$ cat src/rtl/hdlc_tx_pkg.sv
package hdlc_tx_pkg;

    localparam int BYTE_W = 8;
    localparam int CNT_W  = $clog2(BYTE_W);
    localparam logic [BYTE_W-1:0] FLAG_PAT = 8'h7E;
    localparam logic [BYTE_W-1:0] ONES_PAT = 8'hFF;

    typedef enum logic [3:0] {
        PH_OFF, PH_IDLE, PH_OPEN, PH_DATA, PH_FCS_LO,
        PH_FCS_HI, PH_CLOSE, PH_ABORT, PH_RAW
    } phase_e;

    typedef struct packed {
        phase_e            ph;
        logic [BYTE_W-1:0] pat;
    } unit_t;

    function automatic logic is_stuffed(input phase_e ph);
        return ph inside {PH_DATA, PH_FCS_LO, PH_FCS_HI};
    endfunction

    function automatic logic [15:0] crc_step(input logic [15:0] c,
                                             input logic [BYTE_W-1:0] d,
                                             input logic [15:0] poly);
        logic [15:0] r;
        r = c;
        for (int i = 0; i < BYTE_W; i++) begin
            if (r[0] ^ d[i]) r = (r >> 1) ^ poly;
            else             r = r >> 1;
        end
        return r;
    endfunction

endpackage

$ cat src/rtl/hdlc_tx_crc.sv
module hdlc_tx_crc
    import hdlc_tx_pkg::*;
#(
    parameter logic [15:0] PRESET = 16'hFFFF,
    parameter logic [15:0] POLY   = 16'h8408
) (
    input  logic              clk,
    input  logic              rst,
    input  logic              init,
    input  logic              feed,
    input  logic [BYTE_W-1:0] data_in,
    output logic [15:0]       crc
);

    always_ff @(posedge clk) begin
        if (rst || init) crc <= PRESET;
        else if (feed)   crc <= crc_step(crc, data_in, POLY);
    end

endmodule

$ cat src/rtl/hdlc_tx_select.sv
module hdlc_tx_select
    import hdlc_tx_pkg::*;
(
    input  phase_e            ph,
    input  logic              trans_mode,
    input  logic              discard,
    input  logic              tx_enable,
    input  logic              idle_flags,
    input  logic              fifo_empty,
    input  logic [BYTE_W-1:0] fifo_byte,
    input  logic              fifo_last,
    input  logic              fifo_abort,
    input  logic              eop_pend,
    input  logic [15:0]       crc,
    output unit_t             nxt,
    output logic              take,
    output logic              start_discard,
    output logic              set_underrun,
    output logic              crc_init,
    output logic              crc_feed
);

    logic have_byte;
    assign have_byte = !fifo_empty && !discard;

    always_comb begin
        nxt           = '{ph: PH_IDLE, pat: ONES_PAT};
        take          = 1'b0;
        start_discard = 1'b0;
        set_underrun  = 1'b0;
        crc_init      = 1'b0;
        crc_feed      = 1'b0;
        if (trans_mode) begin
            if (have_byte) begin
                nxt  = '{ph: PH_RAW, pat: fifo_byte};
                take = 1'b1;
            end else begin
                nxt = '{ph: PH_RAW, pat: ONES_PAT};
            end
        end else begin
            case (ph)
                PH_OPEN, PH_DATA: begin
                    if (ph == PH_DATA && eop_pend) begin
                        nxt = '{ph: PH_FCS_LO, pat: ~crc[7:0]};
                    end else if (fifo_empty) begin
                        nxt          = '{ph: PH_ABORT, pat: ONES_PAT};
                        set_underrun = 1'b1;
                    end else if (fifo_abort) begin
                        nxt           = '{ph: PH_ABORT, pat: ONES_PAT};
                        take          = 1'b1;
                        start_discard = !fifo_last;
                    end else begin
                        nxt      = '{ph: PH_DATA, pat: fifo_byte};
                        take     = 1'b1;
                        crc_feed = 1'b1;
                    end
                end
                PH_FCS_LO: nxt = '{ph: PH_FCS_HI, pat: ~crc[15:8]};
                PH_FCS_HI: nxt = '{ph: PH_CLOSE, pat: FLAG_PAT};
                default: begin
                    if (!tx_enable) begin
                        nxt = '{ph: PH_OFF, pat: ONES_PAT};
                    end else if (have_byte) begin
                        nxt      = '{ph: PH_OPEN, pat: FLAG_PAT};
                        crc_init = 1'b1;
                    end else begin
                        nxt = '{ph: PH_IDLE, pat: idle_flags ? FLAG_PAT : ONES_PAT};
                    end
                end
            endcase
        end
    end

endmodule

$ cat src/rtl/hdlc_tx.sv
module hdlc_tx
    import hdlc_tx_pkg::*;
#(
    parameter int          STUFF_RUN  = 5,
    parameter logic [15:0] CRC_PRESET = 16'hFFFF,
    parameter logic [15:0] CRC_POLY   = 16'h8408
) (
    input  logic              clk,
    input  logic              rst,
    input  logic              bit_tick,
    input  logic              tx_enable,
    input  logic              idle_flags,
    input  logic              transparent,
    input  logic              fifo_empty,
    input  logic [BYTE_W-1:0] fifo_byte,
    input  logic              fifo_last,
    input  logic              fifo_abort,
    output logic              fifo_pop,
    output logic              tx_bit,
    output logic              underrun
);

    localparam int OW = $clog2(STUFF_RUN + 1);

    phase_e            ph;
    logic [BYTE_W-1:0] sh;
    logic [CNT_W-1:0]  cnt;
    logic [OW-1:0]     ones;
    logic              trans_mode, en_q, discard, eop_pend;
    logic [15:0]       crc;

    unit_t nxt, cur;
    logic  take, start_discard, set_underrun, crc_init, crc_feed;
    logic  fall, force_align, stuff_now, boundary, load;

    assign fall        = en_q && !tx_enable;
    assign force_align = (fall && transparent) || (trans_mode && !transparent);
    assign stuff_now   = (ones == OW'(STUFF_RUN));
    assign boundary    = (cnt == '0) || (ph == PH_OFF);
    assign load        = bit_tick && !stuff_now && boundary && !force_align;
    assign fifo_pop    = (load && take) || (discard && !fifo_empty);

    always_comb begin
        if (load) cur = nxt;
        else      cur = '{ph: ph, pat: sh};
    end

    hdlc_tx_select u_select (
        .ph(ph), .trans_mode(trans_mode), .discard(discard),
        .tx_enable(tx_enable), .idle_flags(idle_flags),
        .fifo_empty(fifo_empty), .fifo_byte(fifo_byte),
        .fifo_last(fifo_last), .fifo_abort(fifo_abort),
        .eop_pend(eop_pend), .crc(crc), .nxt(nxt), .take(take),
        .start_discard(start_discard), .set_underrun(set_underrun),
        .crc_init(crc_init), .crc_feed(crc_feed)
    );

    hdlc_tx_crc #(.PRESET(CRC_PRESET), .POLY(CRC_POLY)) u_crc (
        .clk(clk), .rst(rst), .init(load && crc_init),
        .feed(load && crc_feed), .data_in(fifo_byte), .crc(crc)
    );

    always_ff @(posedge clk) begin
        if (rst) begin
            ph         <= PH_OFF;
            sh         <= ONES_PAT;
            cnt        <= '0;
            ones       <= '0;
            tx_bit     <= 1'b1;
            trans_mode <= 1'b0;
            en_q       <= 1'b0;
            discard    <= 1'b0;
            eop_pend   <= 1'b0;
            underrun   <= 1'b0;
        end else begin
            en_q       <= tx_enable;
            trans_mode <= transparent && (trans_mode || fall);
            if (force_align) begin
                ph   <= PH_OFF;
                cnt  <= '0;
                ones <= '0;
            end else if (bit_tick) begin
                if (stuff_now) begin
                    tx_bit <= 1'b0;
                    ones   <= '0;
                end else begin
                    tx_bit <= cur.pat[0];
                    sh     <= {1'b1, cur.pat[BYTE_W-1:1]};
                    ph     <= cur.ph;
                    cnt    <= load ? CNT_W'(1) : cnt + 1'b1;
                    if (is_stuffed(cur.ph) && cur.pat[0]) ones <= ones + 1'b1;
                    else                                  ones <= '0;
                end
            end
            if (load && start_discard)                     discard <= 1'b1;
            else if (discard && !fifo_empty && fifo_last)  discard <= 1'b0;
            if (load && crc_feed)     eop_pend <= fifo_last;
            if (load && set_underrun) underrun <= 1'b1;
            else if (load && crc_init) underrun <= 1'b0;
        end
    end

endmodule

$ cat config.mk
export PLATFORM = sky130hd
export DESIGN_NAME = hdlc_tx
export DESIGN_NICKNAME = d
export VERILOG_FILES = /design/src/rtl/hdlc_tx_pkg.sv /design/src/rtl/hdlc_tx_crc.sv /design/src/rtl/hdlc_tx_select.sv /design/src/rtl/hdlc_tx.sv
export SDC_FILE = /design/constraint.sdc
export NUM_CORES = 1
export LEC_CHECK = 0
export ABC_AREA = 1
export ABC_CLOCK_PERIOD_IN_PS = 3000
export BUFFER_PORTS_ARGS = -buffer_cell sky130_fd_sc_hd__buf_2
export CAP_MARGIN = 20
export CORE_AREA = 5 5 71 73
export DETAILED_ROUTE_END_ITERATION = 12
export DIE_AREA = 0 0 76 78
export PLACE_DENSITY = 0.77
export SYNTH_ARGS = -nofsm -noshare
export SYNTH_HDL_FRONTEND = slang
export SYNTH_SLANG_ARGS = --single-unit
export TNS_END_PERCENT = 5
$ cat constraint.sdc
create_clock -name clk -period 3 [get_ports clk]
set_input_delay 0.6 -clock clk [delete_from_list [all_inputs] [get_ports clk]]
set_output_delay 0.6 -clock clk [all_outputs]
set_load 0.02 [all_outputs]
==> run_results.csv <==
group,metric,value,unit
floorplan,core,4290,um2
timing,slew_headroom,0.635,
pwr,powerDensity,441,nW/um2
setup_path,crit_buf_inv,3,
layout,mostFrequentLayoutCells,"nand2_1, dfxtp_1, a21oi_1, inv_1, nor2_1",
hold_path,min_from,"underrun",
global_route,grt.met3_usage,0.0463,
logic_synthesis,synthesis.area,2290,um2
timing,setup_viol,0,
timing,worstMarginPinSlew,547,ps
setup_path,cp.arrival,1870,ps
timing,min_period_over_period,0.824,
global_route,grt-ovfl-total,0,
logic_synthesis,synthCells,325,
global_route,globalRouteMet1Util,0.259,
layout,drive_gt1_frac,0.127,
place,dp_cells,390,
floorplan,io_pins,20,
global_route,grt_max_degree,20,
place,dp_hpwl,4.13,mm
place,place_area,2420,um2
layout,final_common_cell,"nand2_1",
floorplan,num_rows,24,
logic_synthesis,syn_area_per_cell,7.04,um2
setup_path,startpoint_type,"flop",
place,numPortBuffers,19,
timing,grt_setup_unrepaired,"no",
floorplan,fp.dieH,78,um
timing,skew,6.20,ps
global_route,grt_pass1_wl,9.27,mm
clocking,path_clk_slew,80,ps
pwr,power.leakage,1.11,nW
layout,stdcell_count,398,
setup_path,crit_path_end_kind,"output port",
clocking,numCtsBuffers,5,
floorplan,start_util,0.533,
global_route,use_met2,0.293,
layout,utilization,0.587,
clocking,ctsResizeCount,0,
layout,diodes,0,
timing,fin_tns_setup,0,ps
timing,fmax,404,MHz
global_route,first_global_vias,1990,
route,vias,2174,
setup_path,path_class,"reg2out",
route,wl,5.49,mm
clocking,cts_num_sinks,39,
layout,area_growth,10.1,%
logic_synthesis,synth-compound-area-share,0.184,
clocking,cts_tree,"built",
run_status,status,"finished, final reports clean",
setup_path,r2r-start,"ones[1]",
logic_synthesis,synth_nets,346,
logic_synthesis,ys_seq_area_frac,0.341,
pwr,vdd.ir_drop.worst,0.273,mV
setup_path,critPathLaunch,"ones[1]",
route,ant_nets,0,
logic_synthesis,synth_area_leader_cell,"dfxtp_1",
route,dr.pass1.iters,4,
setup_path,slowest_delay,350,ps
route,via_per_inst,5.46,
setup_path,crit_family,"simple AND/OR/NAND/NOR gates",
timing,final.min_clock_period,2470,ps
route,drt_iter0_drc,218,
hold_path,hold_class,"reg2reg",
route,post_drt_wl_per_cell,13.8,um
clocking,cts_buffer_depth,2,
logic_synthesis,synth_top_family_by_area,"simple AND/OR/NAND/NOR gates",
logic_synthesis,yosysWarnings,0,
logic_synthesis,synth.area.mux_share,0,
layout,final_nets,366,
global_route,busiest_layer,"met2",
logic_synthesis,synthXorXnorAreaFrac,0.0957,
setup_path,slowest_stage,"dfxtp_1",
logic_synthesis,ys_ff_latch,39,
clocking,root_buffer,"clkbuf_8",
clocking,clk_latency,300,ps
logic_synthesis,synth.top_cell.area_share,0.341,
global_route,antenna_found_initial,0,
global_route,grt_use_total,0.191,
logic_synthesis,synth_simple_gate_area_frac,0.289,
floorplan,die_w,76,um
setup_path,crit_path_cell_trace,"inv_1 -> ha_1 -> nand2_1 -> nand2_2 -> inv_2 -> nand2_1 -> nor2_4 -> o21ai_0 -> o21ai_0 -> buf_2",
layout,stdcell_area,2520,um2
setup_path,crit_path_max_fanout,9,
logic_synthesis,yosys.area_share.adder,0.0219,
timing,finalHoldViolations,0,
logic_synthesis,yosysUniqueCellTypes,31,
logic_synthesis,synthTopCellsByArea,"dfxtp_1, nand2_1, a21oi_1",
pwr,fin_total_pwr,0.00111,W
setup_path,required,2400,ps
timing,slew_violations,0,
clocking,post-cts-setup-buffer-count,0,
clocking,postCtsHoldBufs,0,
floorplan,die-area,5930,um2
route,drc,0,
run,maxCapViolCount,0,
clocking,cts.htree.levels,2,
place,place.gp.congestion,0.925,
[registers in the layout (all words and copies together), names as in the netlist]
signal      flops
eop_pend        1
ones            3
underrun        1
sh              7
ph              4
tx_bit          1
u_crc.crc      16
trans_mode      1
cnt             3
discard         1
en_q            1
[layer usage]
metal,up-vias,part of all wire
li1,1127,-
met1,969,0.48
met2,67,0.44
met3,11,0.063
met4,0,0.020
met5,-,0
[report_power, final]
part	total, W	internal, W	switching (W)	leakage [nW]
clock network	0.000389	0.000210	0.000180	0.0515
registers	0.000542	0.000532	0.00000969	0.318
logic	0.000180	0.0000624	0.000118	0.740
[logic make-up (layout without fill, tap and decap cells)]
logic type	after synthesis	in the layout
compound gates	73	73
buf+inv	39	60
fa+ha+maj	4	4
flops	39	39
xor+xnor	25	25
simple gates	145	145
[worst min-delay path, cell delays in order (launching register included)]
cell     delay (ps)
dfxtp_1         330
nand2_1          50
o21ai_0          60
[stage by stage]
stage	hold slack, ps	setup slack [ps]
after detailed placement	452	677
after global placement	440	761
after CTS	471	512
final	461	527
after global routing	492	322
after floorplan	437	1010
[path summary, 6_finish.rpt]
path                  endpoint  slack (ps)  cells after the start
setup reg to reg  u_crc.crc[4]         870                     11
hold / removal        underrun         460                      2
hold reg to reg       underrun         460                      2
setup / recovery      fifo_pop         530                     10
[Yosys cell counts]
| master | instances |
|---|---|
| nand2_1 | 76 |
| dfxtp_1 | 39 |
| a21oi_1 | 32 |
| inv_1 | 27 |
| nor2_1 | 26 |
| nand3_1 | 18 |
| o21ai_0 | 16 |
| xor2_1 | 15 |
| xnor2_1 | 10 |
| nor3_1 | 9 |
| o211ai_1 | 7 |
| nand2_2 | 5 |
| o21ai_1 | 5 |
| ha_1 | 4 |
| inv_2 | 4 |
| nor2_4 | 4 |
| a211oi_1 | 3 |
| a22oi_1 | 3 |
| clkbuf_1 | 3 |
| o221ai_1 | 3 |
| buf_2 | 2 |
| buf_4 | 2 |
| nand3_4 | 2 |
| nand4_1 | 2 |
| nor2_2 | 2 |
| a2111oi_0 | 1 |
| a21boi_1 | 1 |
| a221oi_1 | 1 |
| clkinv_1 | 1 |
| o31ai_1 | 1 |
| or2_0 | 1 |
[area by class of cell]
| type | count | area [um2] |
|---|---|---|
| Clock buffer | 8 | 100 |
| Sequential cell | 39 | 781 |
| Tap cell | 52 | 65.1 |
| Multi-Input combinational cell | 247 | 1350 |
| Fill cell | 408 | 1770 |
| Inverter | 32 | 120 |
| Timing Repair Buffer | 20 | 103 |
Note: power is estimated with default switching activity, not from simulation.
